`config.mk`:
```
export PLATFORM = sky130hd
export DESIGN_NAME = extirq_conditioner
export DESIGN_NICKNAME = d
export VERILOG_FILES = /design/src/rtl/extirq_pkg.sv /design/src/rtl/extirq_sync.sv /design/src/rtl/extirq_line.sv /design/src/rtl/extirq_conditioner.sv
export SDC_FILE = /design/constraint.sdc
export NUM_CORES = 1
export LEC_CHECK = 0
export ABC_CLOCK_PERIOD_IN_PS = 3000
export CAP_MARGIN = 40
export CELL_PAD_IN_SITES_DETAIL_PLACEMENT = 2
export CELL_PAD_IN_SITES_GLOBAL_PLACEMENT = 2
export CORE_AREA = 2 2 64 66
export DETAILED_ROUTE_END_ITERATION = 7
export DIE_AREA = 0 0 66 68
export DONT_BUFFER_PORTS = 1
export GPL_TIMING_DRIVEN = 0
export PLACE_DENSITY = 0.76
export SYNTH_ARGS = -nofsm -noshare
export SYNTH_HDL_FRONTEND = slang
export SYNTH_SLANG_ARGS = --single-unit
```
`constraint.sdc`:
```
create_clock -name clk -period 3 [get_ports clk]
set_input_delay 0.9 -clock clk [delete_from_list [all_inputs] [get_ports clk]]
set_output_delay 0.9 -clock clk [all_outputs]
set_load 0.03 [all_outputs]
```
`src/rtl/extirq_pkg.sv`:
```
package extirq_pkg;

  localparam int FIELD_W  = 8;
  localparam int BIT_PEND = 0;
  localparam int BIT_CSEL = 4;
  localparam int BIT_EN   = 5;
  localparam int BIT_TLO  = 6;
  localparam int BIT_THI  = 7;

  typedef enum logic [1:0] {
    TRIG_LVL_HIGH = 2'b00,
    TRIG_LVL_LOW  = 2'b01,
    TRIG_EDGE_UP  = 2'b10,
    TRIG_EDGE_DN  = 2'b11
  } trig_e;

  function automatic int field_lsb(input int line, input int lines);
    return (lines - 1 - line) * FIELD_W;
  endfunction

endpackage

```
`src/rtl/extirq_sync.sv`:
```
module extirq_sync #(
  parameter int WIDTH  = 3,
  parameter int STAGES = 2
) (
  input  logic             clk,
  input  logic             rst_n,
  input  logic [WIDTH-1:0] din,
  output logic [WIDTH-1:0] dout
);

  logic [WIDTH-1:0] stage_q [STAGES];

  always_ff @(posedge clk or negedge rst_n) begin
    if (!rst_n) begin
      for (int s = 0; s < STAGES; s++) stage_q[s] <= '0;
    end else begin
      stage_q[0] <= din;
      for (int s = 1; s < STAGES; s++) stage_q[s] <= stage_q[s-1];
    end
  end

  assign dout = stage_q[STAGES-1];

endmodule

```
`src/rtl/extirq_line.sv`:
```
module extirq_line
  import extirq_pkg::*;
(
  input  logic               clk,
  input  logic               rst_n,
  input  logic               wr_en,
  input  logic [FIELD_W-1:0] wfield,
  input  logic               sync_in,
  input  logic               slow_tick,
  output logic [FIELD_W-1:0] field_q,
  output logic               irq_out
);

  trig_e trig_q;
  logic  en_q, csel_q, pend_q, cur_q;

  logic  strobe, rise, fall, edge_mode, evt, type_chg, clr_req, lvl;
  trig_e trig_w;

  assign strobe    = csel_q | slow_tick;
  assign rise      = strobe &  sync_in & ~cur_q;
  assign fall      = strobe & ~sync_in &  cur_q;
  assign edge_mode = trig_q[1];
  assign evt       = edge_mode & (trig_q[0] ? fall : rise);
  assign trig_w    = trig_e'(wfield[BIT_THI:BIT_TLO]);
  assign type_chg  = wr_en && (trig_w != trig_q);
  assign clr_req   = wr_en && wfield[BIT_PEND];
  assign lvl       = cur_q ^ trig_q[0];

  always_ff @(posedge clk or negedge rst_n) begin
    if (!rst_n) begin
      trig_q <= TRIG_LVL_HIGH;
      en_q   <= 1'b0;
      csel_q <= 1'b0;
    end else if (wr_en) begin
      trig_q <= trig_w;
      en_q   <= wfield[BIT_EN];
      csel_q <= wfield[BIT_CSEL];
    end
  end

  always_ff @(posedge clk or negedge rst_n) begin
    if (!rst_n)      cur_q <= 1'b0;
    else if (strobe) cur_q <= sync_in;
  end

  always_ff @(posedge clk or negedge rst_n) begin
    if (!rst_n)                 pend_q <= 1'b0;
    else if (type_chg)          pend_q <= 1'b0;
    else if (evt)               pend_q <= 1'b1;
    else if (clr_req)           pend_q <= 1'b0;
  end

  assign field_q = {trig_q, en_q, csel_q, 3'b000, pend_q};
  assign irq_out = en_q & (edge_mode ? pend_q : lvl);

  assert_masked_quiet_R8: assert property (@(posedge clk) disable iff (!rst_n)
    !en_q |-> !irq_out);
  assert_level_no_pending_R9: assert property (@(posedge clk) disable iff (!rst_n)
    !trig_q[1] |-> !pend_q);
  assert_edge_latches_R5: assert property (@(posedge clk) disable iff (!rst_n)
    (evt && !type_chg) |=> pend_q);
  assert_sticky_R7: assert property (@(posedge clk) disable iff (!rst_n)
    (pend_q && !wr_en) |=> pend_q);
  assert_sample_hold_R10: assert property (@(posedge clk) disable iff (!rst_n)
    !strobe |=> $stable(cur_q));

endmodule

```
`src/rtl/extirq_conditioner.sv`:
```
module extirq_conditioner
  import extirq_pkg::*;
#(
  parameter int NUM_LINES   = 3,
  parameter int REG_W       = 32,
  parameter int SYNC_STAGES = 2
) (
  input  logic                 clk,
  input  logic                 rst_n,
  input  logic [NUM_LINES-1:0] pin_in,
  input  logic                 slow_tick,
  input  logic                 cfg_wr,
  input  logic [REG_W-1:0]     cfg_wdata,
  output logic [REG_W-1:0]     cfg_rdata,
  output logic [NUM_LINES-1:0] irq_out
);

  localparam int FIELDS_W = NUM_LINES * FIELD_W;
  localparam int PAD_W    = REG_W - FIELDS_W;

  logic [NUM_LINES-1:0] pin_sync;
  logic [FIELDS_W-1:0]  fields_flat;

  extirq_sync #(.WIDTH(NUM_LINES), .STAGES(SYNC_STAGES)) u_sync (
    .clk  (clk),
    .rst_n(rst_n),
    .din  (pin_in),
    .dout (pin_sync)
  );

  for (genvar g = 0; g < NUM_LINES; g++) begin : g_line
    localparam int LSB = field_lsb(g, NUM_LINES);
    extirq_line u_line (
      .clk      (clk),
      .rst_n    (rst_n),
      .wr_en    (cfg_wr),
      .wfield   (cfg_wdata[LSB +: FIELD_W]),
      .sync_in  (pin_sync[g]),
      .slow_tick(slow_tick),
      .field_q  (fields_flat[LSB +: FIELD_W]),
      .irq_out  (irq_out[g])
    );
  end

  if (PAD_W > 0) begin : g_pad
    assign cfg_rdata = {{PAD_W{1'b0}}, fields_flat};
  end else begin : g_nopad
    assign cfg_rdata = fields_flat[REG_W-1:0];
  end

  assert_write_lands_R2: assert property (@(posedge clk) disable iff (!rst_n)
    cfg_wr |=> (cfg_rdata[FIELD_W*NUM_LINES-1 -: 2] == $past(cfg_wdata[FIELD_W*NUM_LINES-1 -: 2])));

endmodule

```
==> metrics.txt <==
status=finished, final reports clean; GR Util All Layers=12.3%; distinct cell type count after synthesis=13; initial antenna violation count=0; row count=23; CP max FO=6; Reg area=601 um2; CTS Buf Count=3; R2R depth=4; Cells after Synth=116; first-pass GRT wire length=4.07 mm; Post-Synth Adder-Cell Area=0%; Worst-path clk slew=0.09 ns; largest net degree at the start of global routing=25; CTS Buffer Depth=2; period utilization=79.8%; Synth Area in Simple Gates=8.88%; Port Buffer Count=0; Clock Sinks=24; Synth Area in Compound Gates=5.92%; CP Data Required Time=2.10 ns; die area=4490 um2; Power Dens Cells=555 nW/um2; Inst Count DP=182; Area growth syn-to-layout=14.0%; Multi-input gate area=499 um2; Fmax=0.418 GHz; reg2reg setup slack=1.61 ns; vias per cell=4.39; Post-Syn Area=1270 um2; Setup Skew=0.00192 ns; post-CTS repair timing setup buffer count=0; drc violations=0; MaxCap Viol Count=0; Critical Path Sink Type=output pin; setup_tns=0 ns; final instance area=1450 um2; Mapped Avg Cell Area=10.9 um2; post-detail-place hpwl=2.07 mm; number of global-route vias before repair=845; Max Slew Vio Count=0; post-synthesis xor/xnor area fraction=6.22%; worst r2r src=g_line[2].u_line.trig_q[0]; mux cell area share after synthesis=13.3%; Setup-failing EPs final=0; io pins=74; RSZ-0062 raised after global routing=no; CTS resizes=0; crit path DAT=1.50 ns; # hold bufs at CTS=0; htree depth=1; Critical Path Start Type=register; drt total wl=2.59 mm; WHS=0.320 ns; Core Footprint=3860 um2; Worst Hold Class=in -> async; Root Buffer=clkbuf_8; Yosys warning total=0; Leak=0.669 nW; vias=817; final hold violation count=0; Seq/Total Area, Yosys=47.4%; Cell Area, Placed=1390 um2; Pre-antenna DRT Iters=2; Clock Latency Late Sink=0.26 ns; Initial Utilization=32.9%; Nets=176; largest family of logic cells by synthesized area=buffers and inverters; CTS tree=yes; initial drt markers=33; fraction of layout cells with a size suffix above 1=36.8%; Routed wire per std cell=13.9 um; worst vdd ir=0.000310 V; RePlAce Congestion=0.790; min Tclk post-route=2.40 ns; Die Wd=66 um; FILL cells=439; final core occ=37.5%; final non-filler cell total=186; total gr overflow=0; r2r endpoint=g_line[2].u_line.pend_q; chip height=68 um; antenna cells=0; flops & latches, synth=24; Antenna Nets Post-Route=0; crit path kind=reg -> out
final cells by class:
class,instances,share of cell area (%)
well taps,50,4.33
multi-input cells,77,34.5
flip-flops and latches,24,41.6
plain buffers,31,15.8
clock buffers,4,3.81
kinds of logic after synthesis:
group | Yosys count
muxes | 15
and+or+nand+nor | 21
AOI/OAI and AO/OA | 15
DFF | 24
xor gates and xnor gates | 9
buffers and inverters | 31
other | 1
synth_stat cells:
cell type | number | area (um2)
a21oi_1 | 9 | 45.0
and2_1 | 3 | 18.8
buf_2 | 2 | 10.0
buf_4 | 29 | 218
conb_1 | 1 | 3.75
dfrtp_1 | 24 | 601
mux2_2 | 15 | 169
nand2_1 | 9 | 33.8
nand3b_1 | 3 | 22.5
nor2_1 | 3 | 11.3
o21ai_0 | 6 | 30.0
or3b_1 | 3 | 26.3
xnor2_1 | 9 | 78.8
flip-flops by register name, summed over array words and instances, names as in the netlist:
signal / cells
g_line.u_line.cur_q: 3
u_sync.stage_q: 3
u_sync.dout: 3
g_line.u_line.en_q: 3
g_line.u_line.csel_q: 3
g_line.u_line.trig_q: 6
g_line.u_line.pend_q: 3
cells in the final DEF, fill, tap and decap left out:
master     n
a21oi_1    9
and2_1     3
buf_2      2
buf_4     29
clkbuf_8   4
conb_1    17
dfrtp_1   24
mux2_2    15
nand2_1    9
nand3b_1   3
nor2_1     3
o21ai_0    6
or3b_1     3
xnor2_1    9
worst max-delay path by stage:
| stage | slack (ns) | cells past startpoint | end | startpoint |
|---|---|---|---|---|
| 2_1_floorplan | 0.99 | 4 | irq_out[0] | g_line[0].u_line.trig_q[0] |
| 3_3_place_gp | 0.88 | 4 | irq_out[2] | g_line[2].u_line.trig_q[0] |
| 3_5_place_dp | 0.88 | 4 | irq_out[0] | g_line[0].u_line.trig_q[0] |
| 4_1_cts | 0.57 | 4 | irq_out[0] | g_line[0].u_line.trig_q[0] |
| 5_1_grt | 0.48 | 4 | irq_out[2] | g_line[2].u_line.trig_q[0] |
| 6_report | 0.60 | 4 | irq_out[0] | g_line[0].u_line.trig_q[0] |
routing by layer:
layer	vias to the layer above	share of wire [%]	global-route usage, %
met5	-	0	0
met4	0	0	1.53
met3	0	8.3	5.76
met2	35	55	22.7
met1	403	37	13.2
li1	379	-	-
report_power, final:
group / switching, mW / internal [mW] / leakage, nW / total (mW)
Clock: 0.102 / 0.117 / 0.0288 / 0.219
Sequential: 0.0490 / 0.351 / 0.286 / 0.400
Combinational: 0.101 / 0.0818 / 0.355 / 0.183
critical path: stages (launching register included):
cell	delay [ns]
dfrtp_1	0.61
xnor2_1	0.18
o21ai_0	0.10
and2_1	0.18
buf_4	0.16
through the flow:
step	power (mW)	worst slack, ns
finish	0.802	0.605
global route	0.850	0.484
CTS	0.818	0.575
detailed placement	0.592	0.876
global placement	0.586	0.882
floorplan	0.568	0.993
Power figures use the tool's default switching activity.
